$ cat config.mk
export PLATFORM = sky130hd
export DESIGN_NAME = pcg_gate_bank
export DESIGN_NICKNAME = d
export VERILOG_FILES = /design/src/rtl/pcg_pkg.sv /design/src/rtl/pcg_decode.sv /design/src/rtl/pcg_bank.sv /design/src/rtl/pcg_gate_bank.sv
export SDC_FILE = /design/constraint.sdc
export NUM_CORES = 1
export LEC_CHECK = 0
export BUFFER_PORTS_ARGS = -buffer_cell sky130_fd_sc_hd__buf_2
export CORE_MARGIN = 5
export CORE_UTILIZATION = 37
export CTS_CLUSTER_DIAMETER = 200
export DETAILED_ROUTE_END_ITERATION = 8
export GPL_ROUTABILITY_DRIVEN = 0
export GPL_TIMING_DRIVEN = 1
export PLACE_DENSITY = 0.69
export SYNTH_ARGS = -nofsm -noshare
export SYNTH_HDL_FRONTEND = slang
export SYNTH_SLANG_ARGS = --single-unit
$ cat constraint.sdc
create_clock -name clk -period 1.6 [get_ports clk]
set_input_delay 0.16 -clock clk [delete_from_list [all_inputs] [get_ports clk]]
set_output_delay 0.16 -clock clk [all_outputs]
set_load 0.01 [all_outputs]
$ cat src/rtl/pcg_pkg.sv
package pcg_pkg;
    localparam int DEF_IDS    = 64;
    localparam int DEF_BANK_W = 32;
    localparam int DEF_RSVD   = 2;

    typedef enum logic [1:0] {
        REG_SET  = 2'd0,
        REG_CLR  = 2'd1,
        REG_STS  = 2'd2,
        REG_NONE = 2'd3
    } reg_sel_e;
endpackage

$ cat src/rtl/pcg_decode.sv
module pcg_decode #(
    parameter int NUM_BANKS = 2,
    parameter int BANK_W    = 32,
    parameter int BANK_AW   = 1,
    parameter int ADDR_W    = 3
) (
    input  logic [ADDR_W-1:0]                 addr,
    input  logic [BANK_W-1:0]                 wdata,
    input  logic                              we,
    output logic [NUM_BANKS-1:0][BANK_W-1:0]  set_v,
    output logic [NUM_BANKS-1:0][BANK_W-1:0]  clr_v,
    output logic [BANK_AW-1:0]                bank_idx,
    output pcg_pkg::reg_sel_e                 reg_sel
);
    import pcg_pkg::*;

    assign bank_idx = addr[ADDR_W-1:2];
    assign reg_sel  = reg_sel_e'(addr[1:0]);

    for (genvar b = 0; b < NUM_BANKS; b++) begin : g_strobe
        logic hit;
        assign hit      = we && (bank_idx == BANK_AW'(b));
        assign set_v[b] = (hit && reg_sel == REG_SET) ? wdata : '0;
        assign clr_v[b] = (hit && reg_sel == REG_CLR) ? wdata : '0;
    end
endmodule

$ cat src/rtl/pcg_bank.sv
module pcg_bank #(
    parameter int BANK_W   = 32,
    parameter int BASE_ID  = 0,
    parameter int NUM_RSVD = 2
) (
    input  logic              clk,
    input  logic              rst_n,
    input  logic [BANK_W-1:0] set_mask,
    input  logic [BANK_W-1:0] clr_mask,
    output logic [BANK_W-1:0] status
);
    function automatic logic [BANK_W-1:0] calc_rsvd();
        logic [BANK_W-1:0] m;
        m = '0;
        for (int i = 0; i < BANK_W; i++)
            if (BASE_ID + i < NUM_RSVD) m[i] = 1'b1;
        return m;
    endfunction

    localparam logic [BANK_W-1:0] RSVD = calc_rsvd();

    typedef struct packed {
        logic [BANK_W-1:0] en;
    } bank_st_t;

    bank_st_t st_d, st_q;

    always_comb begin
        st_d    = st_q;
        // disable has priority if both land on one bit
        st_d.en = (st_q.en | set_mask) & ~clr_mask & ~RSVD;
    end

    always_ff @(posedge clk or negedge rst_n) begin
        if (!rst_n) st_q <= '0;
        else        st_q <= st_d;
    end

    assign status = st_q.en | RSVD;


    disable_wins_chk: assert property (@(posedge clk) disable iff (!rst_n)
        1'b1 |=> ((status & $past(clr_mask) & ~RSVD) == '0));

    enable_takes_chk: assert property (@(posedge clk) disable iff (!rst_n)
        1'b1 |=> ((status & $past(set_mask & ~clr_mask)) == $past(set_mask & ~clr_mask)));

    untouched_stable_chk: assert property (@(posedge clk) disable iff (!rst_n)
        1'b1 |=> (((status ^ $past(status)) & ~$past(set_mask | clr_mask)) == '0));

    reserved_on_chk: assert property (@(posedge clk) disable iff (!rst_n)
        (status & RSVD) == RSVD);
endmodule

$ cat src/rtl/pcg_gate_bank.sv
module pcg_gate_bank #(
    parameter  int NUM_IDS   = pcg_pkg::DEF_IDS,
    parameter  int BANK_W    = pcg_pkg::DEF_BANK_W,
    parameter  int NUM_RSVD  = pcg_pkg::DEF_RSVD,
    localparam int NUM_BANKS = (NUM_IDS + BANK_W - 1) / BANK_W,
    localparam int BANK_AW   = (NUM_BANKS > 1) ? $clog2(NUM_BANKS) : 1,
    localparam int ADDR_W    = BANK_AW + 2
) (
    input  logic               clk,
    input  logic               rst_n,
    input  logic [ADDR_W-1:0]  bus_addr,
    input  logic [BANK_W-1:0]  bus_wdata,
    input  logic               bus_we,
    output logic [BANK_W-1:0]  bus_rdata,
    output logic [NUM_IDS-1:0] pclk_en
);
    import pcg_pkg::*;

    logic [NUM_BANKS-1:0][BANK_W-1:0] set_v, clr_v, sts_v;
    logic [BANK_AW-1:0]               bank_idx;
    reg_sel_e                         reg_sel;

    pcg_decode #(
        .NUM_BANKS(NUM_BANKS), .BANK_W(BANK_W),
        .BANK_AW(BANK_AW), .ADDR_W(ADDR_W)
    ) u_dec (
        .addr(bus_addr), .wdata(bus_wdata), .we(bus_we),
        .set_v(set_v), .clr_v(clr_v),
        .bank_idx(bank_idx), .reg_sel(reg_sel)
    );

    for (genvar b = 0; b < NUM_BANKS; b++) begin : g_bank
        pcg_bank #(
            .BANK_W(BANK_W), .BASE_ID(b * BANK_W), .NUM_RSVD(NUM_RSVD)
        ) u_bank (
            .clk(clk), .rst_n(rst_n),
            .set_mask(set_v[b]), .clr_mask(clr_v[b]),
            .status(sts_v[b])
        );
    end

    always_comb begin
        bus_rdata = '0;
        if (reg_sel == REG_STS && int'(bank_idx) < NUM_BANKS)
            bus_rdata = sts_v[bank_idx];
    end

    logic [NUM_BANKS*BANK_W-1:0] flat_en;
    assign flat_en = sts_v;
    assign pclk_en = flat_en[NUM_IDS-1:0];


    status_write_ignored_chk: assert property (@(posedge clk) disable iff (!rst_n)
        (bus_we && (reg_sel == REG_STS || reg_sel == REG_NONE)) |=> $stable(pclk_en));

    write_reg_reads_zero_chk: assert property (@(posedge clk) disable iff (!rst_n)
        (reg_sel != REG_STS) |-> (bus_rdata == '0));
endmodule

==> Word level (Yosys, flattened, before mapping) <==
Cells that the tools add are included.
{ "op_classes": {"n_lt_le_gt_ge": 1, "n_eq_ne": 2, "n_mux": 7, "n_bitwise": 7, "n_reduce_logical": 7} }
{ "ops": {"columns": ["operator", "n"], "rows": [
  ["$mux 32", 7],
  ["$and 32x32->32", 2],
  ["$not 32->32", 2],
  ["$or 32x32->32", 2],
  ["$logic_and 1x1->1", 6],
  ["$eq 2x1->1 const B", 1],
  ["$eq 2x2->1 const B", 1],
  ["$logic_not 2->1", 1],
  ["$lt 1x2->1 const B", 1],
  ["$not 1->1", 1]
]} }
{ "totals": {"ff_bits": 62, "out_inout_bits": 96, "elab_cells": 26} }

==> Depth between registers and ports, before layout <==
Gate-level depths: netlist of the first run.
{ "logic_depth": {"word_depth": 6, "depth_mapped": 4, "depth_no_buf": 2} }

==> Hierarchy <==
A second synthesis of the first run with hierarchy kept.
{ "unflattened": {"hier_cells": 385, "hier_area_um2": 3642.2} }
{ "modules_own_cells": {"columns": ["module", "n_inst", "cells_each", "area_each_um2", "seq_area_each_um2"], "rows": [
  ["pcg_bank (g_bank[1].u_bank)", 1, 64, 1121.1, 800.8],
  ["pcg_bank (g_bank[0].u_bank)", 1, 63, 1069.8, 750.7],
  ["pcg_decode", 1, 186, 918.4, 0.0],
  ["pcg_gate_bank", 1, 72, 533.0, 0.0]
]} }

==> Worst setup path after synthesis of the first run <==
No wires, ideal clock.
{ "synth_path": {"path_type": "input port to output port", "start": "in bus_addr[0]", "end": "out bus_rdata[10]", "arrival_time_ns": 0.840, "required_time_ns": 1.440, "slack_ns": 0.600, "stages": 4, "cell_sequence": "buf_2 nand2b_1 buf_2 nor2_1"} }
{ "synth_via": {"elab_chain_len": 2} }
{ "synth_lines": {"columns": ["item", "line", "rtl"], "rows": [
  ["from (decl)", "pcg_gate_bank.sv:11", "input logic [ADDR_W-1:0] bus_addr,"],
  ["$eq 2x2->1", "pcg_gate_bank.sv:44", "if (reg_sel == REG_STS && int'(bank_idx) < NUM_BANKS)"],
  ["$mux 32", "pcg_gate_bank.sv:44", null],
  ["to (decl)", "pcg_gate_bank.sv:14", "output logic [BANK_W-1:0] bus_rdata,"]
]} }
No other way between the ends.

==> Worst setup path after layout of the first run <==
{ "layout_path": {"start": "reg g_bank[0].u_bank.st_q[11] (netlist bit)", "end": "out bus_rdata[11]"} }
{ "layout_via": {"elab_chain_len": 3} }
{ "layout_lines": {"columns": ["item", "line", "rtl"], "rows": [
  ["from (decl)", "pcg_bank.sv:26", "bank_st_t st_d, st_q;"],
  ["from (signal assigned)", "pcg_bank.sv:36", "else st_q <= st_d;"],
  ["$mux 32 (implied by the code) (2 in series)", "pcg_gate_bank.sv:45", "bus_rdata = sts_v[bank_idx];"],
  ["$mux 32", "pcg_gate_bank.sv:44", null]
]} }
No other way between the ends. The select of a mux whose other input is x is not followed.

==> results.txt, run 1 <==
Run status: finished, final reports clean
Number of setup buffers added after CTS: 0
Switching power of the nets: 1.67 mW
R2R Path End: g_bank[1].u_bank.status[0]
Setup repair after global routing missed its margin: false
Diodes inserted: 0
Simple-Gate Fraction of Synth Area: 21.0%
Non-filler instance count after layout: 601
Most numerous cell in the Yosys netlist: sky130_fd_sc_hd__mux2i_1
Clock slew at reported path FFs: 0.07 ns
Starting density of the core: 37.8%
Number of instances in the synthesized netlist: 347
Hold Path Origin: bus_wdata[1]
Total clock buffers created by CTS: 9
Worst Slack Setup Final: 0.346 ns
Final setup viols: 0
Syn-to-layout area delta: 25.3%
Number of iterations in the first detailed-routing pass: 4
P_leak: 2.60 nW
Met1 layer usage reported by global route: 20.4%
Instance count along the most critical hold path: 3
Routed WL: 9210 um
Count of endpoints failing hold in the final timing report: 0
Routed via count: 2,948
Multiplexer share of the synthesized area: 24.9%
Number of maximum-capacitance constraint violations: 0
Share of synthesized area occupied by flip-flops and latches: 42.0%
Mapped Avg Cell Area: 10.6 sq um
Clock network fraction of total power: 24.6%
Final max-slew violation count: 0
Synth area leader: sky130_fd_sc_hd__dfrtp_1
Max Freq: 798 MHz
Global-route wire length before repair: 15,000 um
Vias in the first global route: 3,001
Tot GR Track Use: 15.8%
Total power divided by cell area: 1050 nW/um^2
Global routing met2 resource utilization: 26.2%
Leading cell types by count after synthesis: sky130_fd_sc_hd__mux2i_1 (92), sky130_fd_sc_hd__dfrtp_1 (62), sky130_fd_sc_hd__inv_1 (62)
P_int: 3.18 mW
Pin count of the biggest net entering global routing: 63
Required time of the worst setup path: 1.44 ns
DRT antenna net count: 0
DRC violation total after the first TritonRoute iteration: 142
Routed via count divided by cell count: 4.91
Number of rows in the core area: 36
Final core occ: 47.3%
Time the worst path needs with I/O delays and setup: 1.25 ns
Worst EP arrival: 1.09 ns
I/O pin count: 134
Main combinational cell family by area after synthesis: multiplexers
Floorplan die width: 110 um
Pre-CTS setup slack: 0.385 ns
Synth Area in Compound Gates: 0.271%
Comb power frac: 30.2%
Share of post-route cells with drive strength above 1: 32.9%
Post-Synthesis Cell Area: 3690 sq um
Fin crit share: 78.4%
Switching fraction of total power: 34.5%
Wirelength per Cell: 15.3 um
Sort of element at the end of the critical path: output port
Area share of the leading cell type in the synthesized netlist: 42.0%
H-tree lvl count: 3
Clock insertion delay at the later pin of the skew report: 0.33 ns
Met3 track demand over resource in global routing: 4.52%
Clock Sink Count: 62
Buffers added on ports: 131
Cells taking the most area after synthesis: sky130_fd_sc_hd__dfrtp_1 (42%), sky130_fd_sc_hd__mux2i_1 (25%), sky130_fd_sc_hd__and4bb_1 (9.5%)
Worst-case clock buffer depth: 2
Number of enable-type register cells in the synthesized netlist: 0
Destination of the worst hold path: g_bank[1].u_bank.status[1]
Hold WC Path Type: primary input to flop
Most used routing layer in global routing: met2
Placeable core region: 9770 sq um
DRC: 0
Count of state elements after synthesis: 62
Clock tree from TritonCTS: yes
Worst setup slack for register-to-register paths: 0.92 ns
Number of library cell types mapped by synthesis: 15
HPWL after DPL: 6080 um
Final nets: 501
Instance count after placement with tap cells included: 584
Number of antenna violations at the first check in global routing: 0
Skew final: 0 ns
Kind of start point of the critical path: flop
Proportion of synthesized flip-flops having asynchronous set or reset: 100%
Worst flop-to-flop path startpoint: g_bank[1].u_bank.status[0]
Primary flip-flop cell chosen by synthesis mapping: sky130_fd_sc_hd__dfrtp_1
Synthesized-area fraction occupied by adder cells: 0%
Number of filler cells placed in the layout: 946
Die area: 12,100 sq um
Total negative slack: 0 ns
Clock tree root buffer cell: sky130_fd_sc_hd__clkbuf_8
Share of the synthesized netlist area taken by xor and xnor gates: 0%
Total number of yosys warnings: 0
Worst VDD drop: 478 uV
Fraction of power consumed by sequential logic: 45.2%
R2R depth: 2
Aggregate global routing overflow: 0
Die outline height: 110 um
Largest driver fanout on the critical path: 3
Setup CP Type: flop to output port
## state kept, by name, indices dropped and copies added, names as in the netlist
register and count:
g_bank.u_bank.st_q 30, g_bank.u_bank.status 32
## layout make-up
type | instances | area [sq um] | share of cell area [%]
sequential | 62 | 1550 | 33.5
timing repair buffer | 139 | 796 | 17.2
clock buffer | 12 | 145 | 3.14
multi-input combinational | 189 | 1710 | 37.0
clock inverter | 4 | 22.5 | 0.487
tap | 133 | 166 | 3.60
inverter | 62 | 233 | 5.03
## per-layer routing
metal	wire length [um]	up-vias
li1	-	1408
met1	4240	1453
met2	4360	83
met3	564	4
met4	41	0
met5	0	-
## power groups by stage
stage	Clock, mW	Sequential, mW	Combinational, mW
after global routing	1.32	2.25	1.64
after detailed placement	0	2.22	1.49
after global placement	0	2.20	1.45
after CTS	1.25	2.20	1.50
final	1.19	2.19	1.47
after floorplan	0	2.34	0.668
## timing repair
action                                  in CTS  in global routing
endpoints found under the setup margin       0                  0
hold endpoints to repair                    62                  0
gates resized for setup                      0                  0
hold buffers                                 1                  0
## cell families (layout without fill, tap and decap cells)
kind of cell / count (synthesis) / after routing
flip-flops: 62 / 62
AND/OR/NAND/NOR: 93 / 93
multiplexers: 92 / 92
AO/OA/AOI/OAI: 2 / 2
other: 1 / 2
buffers and inverters: 97 / 217
## worst max-delay path: stages (launching register included)
cell and delay (ns):
sky130_fd_sc_hd__dfrtp_1 0.41, sky130_fd_sc_hd__mux2i_1 0.14, sky130_fd_sc_hd__nor2_1 0.06, sky130_fd_sc_hd__buf_2 0.16
## per-stage QoR
step | hold WS [ns] | instance area [sq um] | total power, mW
6_report | 0.135 | 4630 | 4.85
4_1_cts | 0.109 | 4630 | 4.95
5_1_grt | 0.111 | 4630 | 5.22
3_5_place_dp | 0.208 | 4450 | 3.71
2_1_floorplan | -0.136 | 3700 | 3.01
3_3_place_gp | 0.202 | 4450 | 3.66
## cells in the final DEF, fill, tap and decap left out, types with 2 or more instances in the layout
cell	Yosys	layout
sky130_fd_sc_hd__mux2i_1	92	92
sky130_fd_sc_hd__clkbuf_8	0	10
sky130_fd_sc_hd__buf_4	4	2
sky130_fd_sc_hd__buf_12	0	6
sky130_fd_sc_hd__buf_2	12	130
sky130_fd_sc_hd__a21oi_1	2	2
sky130_fd_sc_hd__inv_1	62	62
sky130_fd_sc_hd__clkbuf_1	13	2
sky130_fd_sc_hd__conb_1	1	2
sky130_fd_sc_hd__nand4b_1	32	32
sky130_fd_sc_hd__dfrtp_1	62	62
sky130_fd_sc_hd__nor2_1	30	30
sky130_fd_sc_hd__and4bb_1	28	28
sky130_fd_sc_hd__clkinv_2	0	3
sky130_fd_sc_hd__and4bb_2	2	2
## worst max path at each step
stage | from | endpoint | slack, ns | cells after the start
finish | g_bank[0].u_bank.st_q[11] | bus_rdata[11] | 0.35 | 3
global route | g_bank[1].u_bank.status[27] | bus_rdata[27] | 0.25 | 3
CTS | g_bank[0].u_bank.st_q[9] | bus_rdata[9] | 0.32 | 3
detailed placement | bus_addr[2] | bus_rdata[11] | 0.38 | 5
global placement | bus_addr[2] | bus_rdata[5] | 0.40 | 5
floorplan | bus_addr[0] | bus_rdata[10] | 0.60 | 4
Power figures use the tool's default switching activity.
==> inputs of run 2 (changes only) <==
--- a/config.mk
+++ b/config.mk
@@ -5,6 +5,7 @@
 export SDC_FILE = /design/constraint.sdc
 export NUM_CORES = 1
 export LEC_CHECK = 0
+export ABC_AREA = 1
 export BUFFER_PORTS_ARGS = -buffer_cell sky130_fd_sc_hd__buf_2
 export CORE_MARGIN = 5
 export CORE_UTILIZATION = 37
@@ -12,7 +13,7 @@
 export DETAILED_ROUTE_END_ITERATION = 8
 export GPL_ROUTABILITY_DRIVEN = 0
 export GPL_TIMING_DRIVEN = 1
-export PLACE_DENSITY = 0.69
+export PLACE_DENSITY = 0.71
 export SYNTH_ARGS = -nofsm -noshare
 export SYNTH_HDL_FRONTEND = slang
 export SYNTH_SLANG_ARGS = --single-unit
==> constraint.sdc (replaced) <==
create_clock -name clk -period 1.1 [get_ports clk]
set_input_delay 0.11 -clock clk [delete_from_list [all_inputs] [get_ports clk]]
set_output_delay 0.11 -clock clk [all_outputs]
set_load 0.01 [all_outputs]
==> run 2 against run 1 <==
Against the previous run:
- the run now ends with setup timing left
- flip-flop and latch count did not move
- area after synthesis rose by 0.68%
- sequential share of layout area fell by 5.3 points
- first-iteration DRC count rose by 78%
- die area rose by 0.62%
- highest routed layer is now met5
- sequential power rose by 45%
- via count rose by 37%
- hold slack got worse by 0.087 ns
- cell count rose by 41%
- worst setup slack got worse by 0.52 ns
==> results.txt, run 2 <==
Final setup viols: 37
DRT antenna net count: 0
Sort of element at the end of the critical path: output port
Number of filler cells placed in the layout: 904
Largest driver fanout on the critical path: 2
Total power divided by cell area: 1580 nW/um^2
Violations in the final reports: setup timing
DRC violation total after the first TritonRoute iteration: 253
Max Freq: 786 MHz
Number of enable-type register cells in the synthesized netlist: 0
Number of rows in the core area: 36
Number of iterations in the first detailed-routing pass: 4
Buffers added on ports: 131
R2R Path End: g_bank[1].u_bank.status[30]
Post-Synthesis Cell Area: 3720 sq um
Setup repair after global routing missed its margin: true
Count of state elements after synthesis: 62
I/O pin count: 134
Floorplan die width: 110 um
P_int: 5.47 mW
Mapped Avg Cell Area: 6.87 sq um
Cells taking the most area after synthesis: sky130_fd_sc_hd__dfrtp_1 (42%), sky130_fd_sc_hd__nand3_1 (17%), sky130_fd_sc_hd__inv_1 (13%)
P_leak: 3.08 nW
Count of endpoints failing hold in the final timing report: 0
Hold WC Path Type: primary input to flop
Number of maximum-capacitance constraint violations: 0
Clock insertion delay at the later pin of the skew report: 0.33 ns
Clock tree root buffer cell: sky130_fd_sc_hd__clkbuf_8
Die outline height: 110 um
Worst setup slack for register-to-register paths: 0.17 ns
Tot GR Track Use: 19.6%
Worst-case clock buffer depth: 2
Fin crit share: 116%
Leading cell types by count after synthesis: sky130_fd_sc_hd__inv_1 (126), sky130_fd_sc_hd__nand2_1 (126), sky130_fd_sc_hd__nand3_1 (124)
Setup CP Type: flop to output port
Clock network fraction of total power: 20.8%
Hold Path Origin: bus_wdata[1]
Multi-input combinational cell area: 1620 sq um
Switching fraction of total power: 37.0%
Flip-flop count of the largest register, all copies and words added: 32
Syn-to-layout area delta: 47.6%
Instance count along the most critical hold path: 4
HPWL after DPL: 7180 um
Run status: finished, violations left
H-tree lvl count: 3
Switching power of the nets: 3.22 mW
Pre-CTS setup slack: -0.0837 ns
Number of antenna violations at the first check in global routing: 2
Final nets: 749
Starting density of the core: 38.0%
Total number of yosys warnings: 0
Required time of the worst setup path: 0.99 ns
Final core occ: 56.2%
Clock tree from TritonCTS: yes
Die area: 12,200 sq um
Worst EP arrival: 1.16 ns
Skew final: 0 ns
R2R depth: 6
Proportion of synthesized flip-flops having asynchronous set or reset: 100%
Vias in the first global route: 3,988
Routed WL: 11,600 um
Placeable core region: 9770 sq um
Share of post-route cells with drive strength above 1: 36.9%
Pin count of the biggest net entering global routing: 63
Routed via count divided by cell count: 4.76
Most common library cell in the layout ignoring fill and taps: sky130_fd_sc_hd__nand2_1
Number of instances in the synthesized netlist: 541
Worst VDD drop: 835 uV
Diodes inserted: 0
Kind of start point of the critical path: flop
Sum of internal, switching and leakage power: 8.69 mW
Launch point of the critical path: g_bank[0].u_bank.st_q[31]
Comb power frac: 42.7%
DRC: 0
Clock Sink Count: 62
Aggregate global routing overflow: 0
Synth area leader: sky130_fd_sc_hd__dfrtp_1
Clock slew at reported path FFs: 0.09 ns
Area share of the leading cell type in the synthesized netlist: 41.7%
Worst Slack Setup Final: -0.172 ns
Highest-count cells in the layout ignoring fill and taps: sky130_fd_sc_hd__nand2_1 (125), sky130_fd_sc_hd__nand3_1 (124), sky130_fd_sc_hd__inv_1 (103)
Number of library cell types mapped by synthesis: 13
Global-route wire length before repair: 18,900 um
Total clock buffers created by CTS: 9
Area of all sequential standard cells: 1550 sq um
Time the worst path needs with I/O delays and setup: 1.27 ns
Fraction of power consumed by sequential logic: 36.5%
Wirelength per Cell: 13.6 um
Final max-slew violation count: 0
Destination of the worst hold path: g_bank[1].u_bank.status[1]
Primary flip-flop cell chosen by synthesis mapping: sky130_fd_sc_hd__dfrtp_1
Routed via count: 4,039
Worst flop-to-flop path startpoint: g_bank[1].u_bank.status[30]
Share of synthesized area occupied by flip-flops and latches: 41.7%
[run 2: cell types whose count changed after synthesis, moves of 7 or more]
| cell | before | now |
|---|---|---|
| sky130_fd_sc_hd__and4bb_1 | 28 | 0 |
| sky130_fd_sc_hd__buf_4 | 4 | 14 |
| sky130_fd_sc_hd__nand2_1 | 0 | 126 |
| sky130_fd_sc_hd__a211oi_1 | 0 | 30 |
| sky130_fd_sc_hd__buf_2 | 12 | 19 |
| sky130_fd_sc_hd__clkbuf_1 | 13 | 3 |
| sky130_fd_sc_hd__inv_1 | 62 | 126 |
| sky130_fd_sc_hd__nand4b_1 | 32 | 0 |
| sky130_fd_sc_hd__mux2i_1 | 92 | 0 |
| sky130_fd_sc_hd__nand3_1 | 0 | 124 |
[run 2: metal layers]
layer  part of all wire [%]  routed length [um]  up-vias  global-route usage [%]
met4                   0.78                  90        4                    4.57
li1                       -                   -     1998                       -
met2                     49                5710      125                    33.2
met3                    6.8                 788       11                    5.24
met5                   0.22                  25        -                       0
met1                     43                4940     1901                    25.0
[run 2: cells by family after synthesis]
kind of cell | share of synthesized area, %
buf+inv | 18.5
compound gates | 6.33
other cells | 0.101
simple gates | 33.3
flops | 41.7
[run 2: repair_timing]
item	in CTS	in global routing
setup endpoints to repair	32	61
pin swaps	32	1
endpoints found under the hold margin	62	0
setup buffers	40	11
hold buffers	1	0
gates resized for setup	74	44
[run 2: worst max-delay path by stage]
stage / end / slack (ns) / cells past startpoint
floorplan: bus_rdata[24] / 0.15 / 3
global placement: bus_rdata[31] / -0.06 / 5
detailed placement: bus_rdata[4] / -0.08 / 6
CTS: bus_rdata[31] / -0.17 / 3
global route: bus_rdata[31] / -0.25 / 3
finish: bus_rdata[31] / -0.17 / 3
[run 2: per-stage QoR]
stage | TNS, ns | hold WS, ns | std cells | area [sq um]
final | -3.03 | 0.0474 | 849 | 5490
after global routing | -6.23 | 0.0501 | 849 | 5490
after CTS | -3.47 | 0.0319 | 844 | 5320
after detailed placement | -1.28 | 0.150 | 787 | 4550
after global placement | -0.789 | 0.152 | 787 | 4550
after floorplan | 0 | -0.186 | 542 | 3720
[run 2: power by group through the flow]
stage               Clock (mW)  Combinational, mW  Sequential, mW
detailed placement           0               2.49            3.16
floorplan                    0               1.17            3.38
global route              1.96               4.12            3.23
finish                    1.81               3.71            3.17
global placement             0               2.41            3.15
CTS                       1.86               3.43            3.12
[run 2: critical path, cell delays in order (launching register included)]
cell                       delay, ns
sky130_fd_sc_hd__dfrtp_1        0.36
sky130_fd_sc_hd__nor2_1         0.05
sky130_fd_sc_hd__a211oi_2       0.25
sky130_fd_sc_hd__buf_2          0.18
[run 2: final cells by class]
class                   instances  area share [%]
multi-input cells             317            29.4
flip-flops and latches         62            28.3
repair buffers                194            27.4
inverters                     127            8.68
well taps                     133            3.03
clock buffers                  10            2.32
clock inverters                 6           0.866
